<file path="src/rtl/lwx_pkg.sv">
package lwx_pkg;
  localparam int ADDR_W  = 12;
  localparam int FIELD_W = 3;
  localparam int WORD_W  = 12;
  localparam int OFF_W   = 3;
  localparam int PG_W    = 3;
  localparam int NPAGES  = 1 << PG_W;
  localparam int WIN_W   = OFF_W + PG_W;
  localparam int PA_W    = WORD_W + OFF_W;

  typedef logic [WORD_W-1:0] word_t;
  typedef logic [PA_W-1:0]   paddr_t;
endpackage

</file>
<file path="src/rtl/lwx_loader.sv">
module lwx_loader
  import lwx_pkg::*;
(
  input  logic              clk,
  input  logic              rst,
  input  logic              ctx_en,
  input  word_t             ctx_chunk,
  input  logic              rd_gnt,
  input  logic              rd_valid,
  output logic              busy,
  output logic              ctx_go,
  output logic              rd_req,
  output paddr_t            rd_addr,
  output logic              ld_we,
  output logic [PG_W-1:0]   ld_idx,
  output logic              commit
);
  word_t           base_q;
  logic [PG_W:0]   req_cnt;
  logic [PG_W-1:0] rcv_cnt;

  assign ctx_go  = ctx_en && !busy;
  assign rd_req  = busy && !req_cnt[PG_W];
  assign rd_addr = {base_q, req_cnt[PG_W-1:0]};
  assign ld_we   = busy && rd_valid;
  assign ld_idx  = rcv_cnt;
  assign commit  = ld_we && (rcv_cnt == {PG_W{1'b1}});

  always_ff @(posedge clk) begin
    if (rst) begin
      busy    <= 1'b0;
      base_q  <= '0;
      req_cnt <= '0;
      rcv_cnt <= '0;
    end else if (ctx_go) begin
      busy    <= 1'b1;
      base_q  <= ctx_chunk;
      req_cnt <= '0;
      rcv_cnt <= '0;
    end else if (busy) begin
      if (rd_req && rd_gnt) req_cnt <= req_cnt + 1'b1;
      if (ld_we)            rcv_cnt <= rcv_cnt + 1'b1;
      if (commit)           busy    <= 1'b0;
    end
  end

  AST_RD_HOLD: assert property (@(posedge clk) disable iff (rst)
    rd_req && !rd_gnt |=> rd_req && $stable(rd_addr));

  AST_RCV_LE_REQ: assert property (@(posedge clk) disable iff (rst)
    busy |-> ({1'b0, rcv_cnt} <= req_cnt));
endmodule

</file>
<file path="src/rtl/lwx_table.sv">
module lwx_table
  import lwx_pkg::*;
(
  input  logic                          clk,
  input  logic                          rst,
  input  logic                          snoop_we,
  input  logic [PG_W-1:0]               snoop_idx,
  input  word_t                         snoop_data,
  input  logic                          ld_we,
  input  logic [PG_W-1:0]               ld_idx,
  input  word_t                         ld_data,
  input  logic                          commit,
  output logic [NPAGES-1:0][WORD_W-1:0] tbl
);
  word_t shadow [NPAGES];

  always_ff @(posedge clk) begin
    if (ld_we) shadow[ld_idx] <= ld_data;
  end

  always_ff @(posedge clk) begin
    if (rst) begin
      for (int k = 0; k < NPAGES; k++) tbl[k] <= WORD_W'(k);
    end else if (commit) begin
      for (int k = 0; k < NPAGES; k++)
        tbl[k] <= (PG_W'(k) == ld_idx) ? ld_data : shadow[k];
    end else if (snoop_we) begin
      tbl[snoop_idx] <= snoop_data;
    end
  end

  AST_ENTRY0_HOLD: assert property (@(posedge clk) disable iff (rst)
    !commit |=> $stable(tbl[0]));

  AST_NO_SNOOP_AT_SWAP: assert property (@(posedge clk) disable iff (rst)
    commit |-> !snoop_we);
endmodule

</file>
<file path="src/rtl/lwx_xlat.sv">
module lwx_xlat
  import lwx_pkg::*;
(
  input  logic                          clk,
  input  logic                          rst,
  input  logic                          cpu_valid,
  input  logic [ADDR_W-1:0]             cpu_addr,
  input  logic [FIELD_W-1:0]            cpu_field,
  input  logic                          cpu_we,
  input  word_t                         cpu_wdata,
  input  logic                          stall,
  input  logic [NPAGES-1:0][WORD_W-1:0] tbl,
  output logic                          snoop_hit,
  output logic [PG_W-1:0]               snoop_idx,
  output logic                          mem_valid,
  output logic                          mem_we,
  output paddr_t                        mem_addr,
  output word_t                         mem_wdata
);
  logic            in_win, accept;
  logic [PG_W-1:0] pg;
  logic [OFF_W-1:0] off;
  paddr_t          phys;

  assign pg     = cpu_addr[WIN_W-1:OFF_W];
  assign off    = cpu_addr[OFF_W-1:0];
  assign in_win = (cpu_addr[ADDR_W-1:WIN_W] == '0);
  assign accept = cpu_valid && !stall;

  always_comb begin
    if (in_win) phys = {tbl[pg], off};
    else        phys = {cpu_field, cpu_addr};
  end

  assign snoop_hit = accept && cpu_we && in_win && (pg == '0) && (off != '0);
  assign snoop_idx = off;

  always_ff @(posedge clk) begin
    if (rst) begin
      mem_valid <= 1'b0;
      mem_we    <= 1'b0;
      mem_addr  <= '0;
      mem_wdata <= '0;
    end else begin
      mem_valid <= accept;
      mem_we    <= accept && cpu_we;
      mem_addr  <= phys;
      mem_wdata <= cpu_wdata;
    end
  end

  AST_PASS_THRU: assert property (@(posedge clk) disable iff (rst)
    cpu_valid && !stall && (cpu_addr[ADDR_W-1:WIN_W] != '0)
    |=> mem_valid && (mem_addr == {$past(cpu_field), $past(cpu_addr)}));

  AST_STALL_QUIET: assert property (@(posedge clk) disable iff (rst)
    stall |=> !mem_valid);
endmodule

</file>
<file path="src/rtl/lowwin_xlat.sv">
module lowwin_xlat
  import lwx_pkg::*;
(
  input  logic               clk,
  input  logic               rst,
  input  logic               cpu_valid,
  input  logic [ADDR_W-1:0]  cpu_addr,
  input  logic [FIELD_W-1:0] cpu_field,
  input  logic               cpu_we,
  input  logic [WORD_W-1:0]  cpu_wdata,
  input  logic               ctx_en,
  input  logic [WORD_W-1:0]  ctx_chunk,
  output logic               stall,
  output logic               mem_valid,
  output logic               mem_we,
  output logic [PA_W-1:0]    mem_addr,
  output logic [WORD_W-1:0]  mem_wdata,
  output logic               rd_req,
  output logic [PA_W-1:0]    rd_addr,
  input  logic               rd_gnt,
  input  logic               rd_valid,
  input  logic [WORD_W-1:0]  rd_data
);
  logic                          ctx_go, ld_we, commit, snoop_hit, snoop_we;
  logic [PG_W-1:0]               ld_idx, snoop_idx;
  logic [NPAGES-1:0][WORD_W-1:0] tbl;

  lwx_loader u_loader (
    .clk      (clk),
    .rst      (rst),
    .ctx_en   (ctx_en),
    .ctx_chunk(ctx_chunk),
    .rd_gnt   (rd_gnt),
    .rd_valid (rd_valid),
    .busy     (stall),
    .ctx_go   (ctx_go),
    .rd_req   (rd_req),
    .rd_addr  (rd_addr),
    .ld_we    (ld_we),
    .ld_idx   (ld_idx),
    .commit   (commit)
  );

  // A load starting this cycle replaces the whole table, so the snoop is dropped.
  assign snoop_we = snoop_hit && !ctx_go;

  lwx_table u_table (
    .clk       (clk),
    .rst       (rst),
    .snoop_we  (snoop_we),
    .snoop_idx (snoop_idx),
    .snoop_data(cpu_wdata),
    .ld_we     (ld_we),
    .ld_idx    (ld_idx),
    .ld_data   (rd_data),
    .commit    (commit),
    .tbl       (tbl)
  );

  lwx_xlat u_xlat (
    .clk      (clk),
    .rst      (rst),
    .cpu_valid(cpu_valid),
    .cpu_addr (cpu_addr),
    .cpu_field(cpu_field),
    .cpu_we   (cpu_we),
    .cpu_wdata(cpu_wdata),
    .stall    (stall),
    .tbl      (tbl),
    .snoop_hit(snoop_hit),
    .snoop_idx(snoop_idx),
    .mem_valid(mem_valid),
    .mem_we   (mem_we),
    .mem_addr (mem_addr),
    .mem_wdata(mem_wdata)
  );

  AST_LOAD_STALLS: assert property (@(posedge clk) disable iff (rst)
    ctx_en && !stall |=> stall);

  AST_STALL_HOLDS: assert property (@(posedge clk) disable iff (rst)
    stall && !(rd_valid && $fell(rd_req)) && !rd_valid |=> stall);
endmodule

</file>
<file path="config.mk">
export PLATFORM = sky130hd
export DESIGN_NAME = lowwin_xlat
export DESIGN_NICKNAME = d
export VERILOG_FILES = /design/src/rtl/lwx_pkg.sv /design/src/rtl/lwx_loader.sv /design/src/rtl/lwx_table.sv /design/src/rtl/lwx_xlat.sv /design/src/rtl/lowwin_xlat.sv
export SDC_FILE = /design/constraint.sdc
export NUM_CORES = 1
export LEC_CHECK = 0
export ABC_AREA = 0
export BUFFER_PORTS_ARGS = -buffer_cell sky130_fd_sc_hd__buf_4
export CAP_MARGIN = 0
export CORE_MARGIN = 4
export CORE_UTILIZATION = 55
export CTS_BUF_LIST = sky130_fd_sc_hd__clkbuf_16
export CTS_CLUSTER_DIAMETER = 40
export DETAILED_ROUTE_END_ITERATION = 10
export PLACE_DENSITY_LB_ADDON = 0.08
export SYNTH_ARGS = -nofsm -noshare
export SYNTH_HDL_FRONTEND = slang
export SYNTH_SLANG_ARGS = --single-unit
</file>
<file path="constraint.sdc">
create_clock -name clk -period 3.6 [get_ports clk]
set_input_delay 0.72 -clock clk [delete_from_list [all_inputs] [get_ports clk]]
set_output_delay 0.72 -clock clk [all_outputs]
set_load 0.05 [all_outputs]
</file>
* Word level (Yosys, flattened, before mapping)
Memories as Yosys holds them, arrays and structs flattened.
Cells that the tools add are included.
** Storage, ports and cells
- Register bits after elaboration :: 145
- Memory bits (writable) :: 96
- Bits of input ports :: 58
- Output and inout port bits :: 46
- Logic and storage cells :: 74
- Memories kept :: 1
** Memories
- u_table.shadow :: words 8, bits a word 12, rd ports 8, clocked after Yosys merged registers in 0, write ports 1, line lwx_table.sv:15 : word_t shadow [NPAGES];
** Cells by class
- $add $sub $neg :: 2
- Magnitude comparators :: 3
- Equal/unequal tests :: 8
- Multiplexer cells :: 21
- Reduce and logical (&&, ||, !) cells :: 23
** Operators with widths (number)
- 96-bit two-way mux :: 2
- 12-bit two-way mux :: 10
- 96-bit bitwise mux :: 1
- 12-bit binary-select mux with 3-bit select :: 1
- 12-bit demux with 3-bit select :: 1
- 15-bit two-way mux :: 1
- 3-bit == test (first input constant) :: 4
- 1-bit logical AND :: 12
- 3-bit by 4-bit less-than comparator with 1-bit output (second input constant) :: 2
- 2-bit by 3-bit == test with 1-bit output (first input constant) :: 2
- 3-bit logical NOT :: 2
- 6-bit logical NOT :: 1
- 1-bit two-way mux :: 5
- 4-bit by 1-bit adder with 4-bit output (second input constant) :: 1
- 2-bit AND reduction :: 2
- 3-bit by 1-bit adder with 3-bit output (second input constant) :: 1
- 1-bit by 3-bit == test with 1-bit output (first input constant) :: 1
- 3-bit == test (second input constant) :: 1
- 3-bit by 1-bit greater-or-equal comparator with 1-bit output (second input constant) :: 1
- 1-bit logical NOT :: 3
- 3-bit nonzero test :: 1
- 2-bit nonzero test :: 1
- 2-bit OR reduction :: 1

* Depth between registers and ports, before layout
- Depth in word-level cells :: 9
- Gate-level depth with buffers :: 9
- Depth with buffers taken out :: 6

* Modules after synthesis
From an unflattened synthesis, not the netlist that was laid out.
** Unflattened totals
- Cells, all modules :: 1038
- Area total of the unflattened synthesis :: 11421.0 um^2
** Modules (own cells, without submodules)
- lwx_table :: instances 1, cells an instance 799, area each 8926.1 um^2, sequential area each 4804.6 um^2
- lwx_xlat :: instances 1, cells an instance 144, area each 1621.6 um^2, sequential area each 580.6 um^2
- lwx_loader :: instances 1, cells an instance 94, area each 859.6 um^2, sequential area each 400.4 um^2
- lowwin_xlat :: instances 1, cells an instance 1, area each 13.8 um^2, sequential area each 0.0 um^2

* Worst setup path before layout
Ideal clock, no wire load.
- Path type :: register -> register
- Start point :: register u_loader.busy
- End point :: memory u_table.shadow[0][0] (netlist name), enable pin
- Library setup time :: 0.412 ns
- Arrival time :: 2.347 ns
- Required time :: 3.188 ns
- Slack :: 0.840 ns
- Stages on the path, launching flop included :: 4
- Path buffers :: 1
- Period minus slack after synthesis :: 2.760 ns
- Path through :: dfxtp_1 -> buf_2 -> nand2_1 -> nor4_1
** On the way
- Cells in the longest elaborated chain, start to end :: 3
** Ends and longest elaborated chain
- from (decl) :: line lwx_loader.sv:10 : output logic busy,
- from (signal assigned) :: line lwx_loader.sv:31 : busy <= 1'b0;
- from (signal assigned) :: line lwx_loader.sv:36 : busy <= 1'b1;
- from (signal assigned) :: line lwx_loader.sv:43 : if (commit) busy <= 1'b0;
- 1-bit logical AND :: line lwx_loader.sv:25 : assign ld_we = busy && rd_valid;
- 1-bit two-way mux :: line lwx_table.sv:18 : if (ld_we) shadow[ld_idx] <= ld_data;
- 1-bit two-way mux (implied by the code) :: line lwx_table.sv:18
- to (decl) :: line lwx_table.sv:15
No other way between the ends.

* Final worst setup path
- Start point :: register u_loader.rcv_cnt[1], in the netlist u_loader.ld_idx[1]
- End point :: register u_table.tbl[25] (netlist name)
** On the way
- Cells in the longest elaborated chain, start to end :: 3
- Elaborated cells between the ends (all ways) :: 6
- Classes of those cells :: 2 x eq/ne; 2 x mux; 2 x reduce/logical
** Ends and longest elaborated chain
- from (decl) :: line lwx_loader.sv:20 : logic [PG_W-1:0] rcv_cnt;
- from (signal assigned) :: line lwx_loader.sv:42 : if (ld_we) rcv_cnt <= rcv_cnt + 1'b1;
- 2-bit by 3-bit == test with 1-bit output or 3-bit == test (tied branches) :: line lwx_table.sv:26, lwx_loader.sv:27
- 12-bit two-way mux or 1-bit logical AND (tied branches) :: line lwx_table.sv:26, lwx_loader.sv:27
- 96-bit two-way mux or 2-bit nonzero test (tied branches)
- to (signal, indexed assignment) :: line lwx_table.sv:26 : tbl[k] <= (PG_W'(k) == ld_idx) ? ld_data : shadow[k];
- to (signal, indexed assignment) :: line lwx_table.sv:28 : tbl[snoop_idx] <= snoop_data;
- to (decl) :: line lwx_table.sv:13 : output logic [NPAGES-1:0][WORD_W-1:0] tbl
Several ways; a longest one is shown, not always the timed one.
A chain may end at the register's enable or synchronous reset.

==> results.py <==
metrics = {
    "outcome": {
        "outcome": "finished clean",
    },
    "die": {
        "chipHeight_um": 150.2,
        "floorplan.initialDensity_pct": 56.61,
        "core.rowCount": 51,
        "coreArea_um2": 19650,
        "area_of_the_die_um2": 22570,
        "die_width_um": 150.2,
        "top_level_ports": 104,
    },
    "clock_network": {
        "cts_hold_buf": 0,
        "clock_latency_ns": 0.52,
        "cts_max_level": 2,
        "sink_count": 229,
        "clk_transition_reported_paths_ns": 0.06,
        "clock-root-buffer": "sky130_fd_sc_hd__clkbuf_16",
        "postCtsSetupBuffers": 0,
        "cts_resized": 0,
        "max-clock-path-buffers": 3,
        "cts-buffers-inserted": 35,
        "cts_tree": "built",
    },
    "synthesis": {
        "synth.net_count": 1084,
        "netlist.area_leader.share_pct": 26.09,
        "yosysTopAreaCell": "sky130_fd_sc_hd__dfxtp_1",
        "syn_inst": 1019,
        "synthFlopType": "sky130_fd_sc_hd__dfxtp_1",
        "synthDistinctLibCells": 47,
        "synth_enable_flop_cells": 84,
        "netlist_area_um2": 11130,
        "ys_seq_elements": 229,
        "synth.yosys.seq_area_share_pct": 48.76,
        "synth_top_cells_by_area": "sky130_fd_sc_hd__dfxtp_1 26%, sky130_fd_sc_hd__edfxtp_1 23%, sky130_fd_sc_hd__mux2i_1 6.6%, sky130_fd_sc_hd__mux4_2 4.9%, sky130_fd_sc_hd__mux2_2 3.3%",
        "yosysWarnings": 0,
        "synth-async-reset-ratio_pct": 0,
        "avg_synthesized_cell_area_um2": 10.92,
    },
    "drt": {
        "viasPerCell": 6.169,
        "drt_iter0_drc": 853,
        "remaining_drc_errors": 0,
        "postRouteAntennaNets": 0,
        "initial_drt_pass_iterations": 5,
        "wl_per_cell_um": 23.64,
        "total_routed_length_um": 32390,
        "dr_total_vias": 8451,
    },
    "cells_and_area": {
        "area_delta_synth_final_pct": 18.32,
        "antenna-diode-count": 0,
        "finish.net_count": 1143,
        "layout-drive-gt1-share_pct": 25.34,
        "filler_cell_count": 1565,
    },
    "worst_setup_path": {
        "maximum_net_fanout_on_the_critical_path": 22,
        "cell_chain_critical_path": "ha_1 > nand2b_1 > mux2_1 > a221oi_1 > mux2i_1",
        "critPathRequiredTime_ns": 3.99,
        "timing.reg2reg.setup_slack_ns": 0.81,
        "timing.critical_path.buf_inv": 0,
        "timing.critical_path.to_type": "register",
        "crit_type": "register to register",
        "worst_path_dominant_cell_family": "adder cells",
        "slowest_delay_ns": 0.77,
        "depth_of_the_most_critical_reg_to_reg_path": 5,
        "worst_setup_path_start_kind": "register",
        "slowest_stage": "sky130_fd_sc_hd__ha_1",
        "r2r-end": "u_table.tbl[25]$_SDFFE_PP1P_",
        "crit-reg2reg-launch": "u_loader.ld_idx[1]$_SDFFE_PP0P_",
        "timing.critical_path.arrival_ns": 3.18,
    },
    "min_path": {
        "sink_of_the_worst_hold_path": "u_xlat.mem_addr[9]$_SDFF_PP0_",
        "min-delay-start": "cpu_addr[9]",
        "min_delay_path_class": "primary input to register",
        "hold_path_depth": 3,
    },
    "power_and_ir_drop": {
        "vdd.ir_drop.worst_v": 0.0004131,
        "power.density_cell_area_nw_per_um2": 504.6,
        "total_leakage_power_nw": 5.054,
    },
    "grt": {
        "grt_overflow_total": 0,
        "grt_use_total_pct": 28.83,
        "number_of_antenna_violations_at_the_first_check_in_global_routing": 0,
        "grt_first_pass_wirelength_um": 49230,
        "pin_count_of_the_biggest_net_entering_global_routing": 101,
        "grt_pass1_vias": 7967,
    },
    "placed_design": {
        "place.detailed.hpwl_um": 20790,
        "globalplace.congestion": 0.9127,
        "io_buffers": 103,
        "worst_setup_slack_after_placement_ns": 0.7985,
    },
    "sta": {
        "hold_violations": 0,
        "final_critical_path_setup_slack_ns": 0.8127,
        "fin_tns_setup_ns": 0,
        "period_share_pct": 77.42,
        "worst_slew_margin_rel_pct": 27.45,
        "finalClockSkew_ns": 0.01544,
        "drv_slew": 0,
        "worstMarginPinSlew_ns": 1.088,
        "timing.final.setup_violations": 0,
        "max_freq_mhz": 358.8,
        "rsz_0062_raised_after_global_routing": "false",
        "timing.final.crit_period_ns": 2.787,
    },
    "flow_run": {
        "max-cap-violations": 0,
    },
}
[synth_stat cells (24+ instances only)]
cell type / instances
sky130_fd_sc_hd__nor3b_1: 44
sky130_fd_sc_hd__nand2_1: 35
sky130_fd_sc_hd__clkbuf_1: 63
sky130_fd_sc_hd__a211oi_1: 42
sky130_fd_sc_hd__a21oi_1: 55
sky130_fd_sc_hd__edfxtp_1: 84
sky130_fd_sc_hd__mux2i_1: 73
sky130_fd_sc_hd__nand3_1: 39
sky130_fd_sc_hd__nor2_1: 71
sky130_fd_sc_hd__dfxtp_1: 145
sky130_fd_sc_hd__nand2b_1: 45
sky130_fd_sc_hd__mux2_2: 33
sky130_fd_sc_hd__a21bo_2: 31
sky130_fd_sc_hd__o21bai_1: 41
sky130_fd_sc_hd__mux4_2: 24
[final cells by class]
cell class | instances | area [um2] | area share [%]
clock buffer | 36 | 900.9 | 6.843
timing repair buffer | 130 | 988.4 | 7.509
tap | 265 | 331.6 | 2.519
sequential | 229 | 5426 | 41.22
multi-input combinational | 678 | 5228 | 39.71
inverter | 4 | 15.01 | 0.1141
clock inverter | 28 | 274.0 | 2.082
[cell usage in the layout (no fill, tap or decap), types with 7 or more instances in the layout]
cell type,synthesis,final
sky130_fd_sc_hd__a22oi_1,22,22
sky130_fd_sc_hd__mux4_2,24,24
sky130_fd_sc_hd__nor3b_1,44,44
sky130_fd_sc_hd__a21bo_2,31,31
sky130_fd_sc_hd__a221oi_1,7,7
sky130_fd_sc_hd__nand2b_1,45,45
sky130_fd_sc_hd__nor3_1,13,12
sky130_fd_sc_hd__o221a_1,8,8
sky130_fd_sc_hd__nand2_1,35,35
sky130_fd_sc_hd__nand3_1,39,38
sky130_fd_sc_hd__nor2b_1,19,19
sky130_fd_sc_hd__a211oi_1,42,42
sky130_fd_sc_hd__clkbuf_16,0,36
sky130_fd_sc_hd__mux2_2,33,33
sky130_fd_sc_hd__o21bai_1,41,41
sky130_fd_sc_hd__ha_1,7,7
sky130_fd_sc_hd__inv_1,4,11
sky130_fd_sc_hd__mux2i_1,73,73
sky130_fd_sc_hd__edfxtp_1,84,84
sky130_fd_sc_hd__a311oi_1,23,23
sky130_fd_sc_hd__nor2_1,71,71
sky130_fd_sc_hd__buf_4,3,129
sky130_fd_sc_hd__dfxtp_1,145,144
sky130_fd_sc_hd__a21oi_1,55,55
[how the worst max path moves through the flow]
stage,cells past startpoint,end,start
finish,5,u_table.tbl[25]$_SDFFE_PP1P_,u_loader.ld_idx[1]$_SDFFE_PP0P_
global route,5,u_table.tbl[25]$_SDFFE_PP1P_,u_loader.ld_idx[1]$_SDFFE_PP0P_
CTS,5,u_table.tbl[25]$_SDFFE_PP1P_,u_loader.ld_idx[1]$_SDFFE_PP0P_
detailed placement,5,u_table.tbl[89]$_SDFFE_PP0P_,cpu_addr[5]
global placement,5,u_table.tbl[92]$_SDFFE_PP0P_,cpu_addr[5]
floorplan,3,u_table.shadow[0][0]$_DFFE_PP_,u_loader.busy$_SDFF_PP0_
[worst reg2reg max path, cell delays in order, from the launching register on]
cell and delay, ns:
sky130_fd_sc_hd__dfxtp_1 0.51, sky130_fd_sc_hd__ha_1 0.77, sky130_fd_sc_hd__nand2b_1 0.55, sky130_fd_sc_hd__mux2_1 0.49, sky130_fd_sc_hd__a221oi_1 0.25, sky130_fd_sc_hd__mux2i_1 0.11
[power breakdown]
part | internal (mW) | leakage (nW) | switching [mW] | total [mW]
combinational | 0.165 | 2.52 | 0.330 | 0.495
clock | 2.18 | 0.602 | 1.23 | 3.41
sequential | 2.72 | 1.94 | 0.0148 | 2.73
[state kept, by name, indices dropped and copies added, names as in the netlist, 3 cells and up]
name	cells
u_table.tbl	96
u_xlat.mem_addr	15
u_loader.ld_idx	3
u_table.shadow	84
u_loader.req_cnt	4
u_xlat.mem_wdata	12
u_loader.base_q	12
[stage by stage]
| step | instance area, um2 | instances | total power, mW | hold slack, ns | util [%] |
|---|---|---|---|---|---|
| floorplan | 11130 | 1019 | 3.072 | 0.4374 | - |
| global placement | 11990 | 1306 | 3.274 | 0.4425 | 61.00 |
| global route | 13160 | 1370 | 6.815 | 0.4386 | 66.98 |
| finish | 13160 | 1370 | 6.643 | 0.4301 | 66.98 |
| detailed placement | 11990 | 1306 | 3.275 | 0.4478 | 61.00 |
| CTS | 13160 | 1370 | 6.663 | 0.4257 | 66.98 |
[metal layers]
| metal | wire length [um] | GRT usage, % | up-vias |
|---|---|---|---|
| met5 | 0 | 0 | - |
| met4 | 808 | 9.058 | 0 |
| met3 | 3324 | 6.562 | 47 |
| met2 | 13520 | 40.59 | 422 |
| met1 | 14730 | 44.04 | 4063 |
| li1 | - | - | 3919 |
[logic make-up (layout without fill, tap and decap cells)]
kind of cell | after synthesis | count (layout) | synth area share (%)
and+or+nand+nor | 293 | 293 | 14.28
buffers and inverters | 112 | 198 | 4.442
DFF | 229 | 229 | 48.76
xor gates and xnor gates | 3 | 3 | 0.2362
muxes | 132 | 132 | 14.97
adders and majority gates | 7 | 7 | 0.7872
AOI/OAI and AO/OA | 243 | 243 | 16.52
Note: power is estimated with default switching activity, not from simulation.
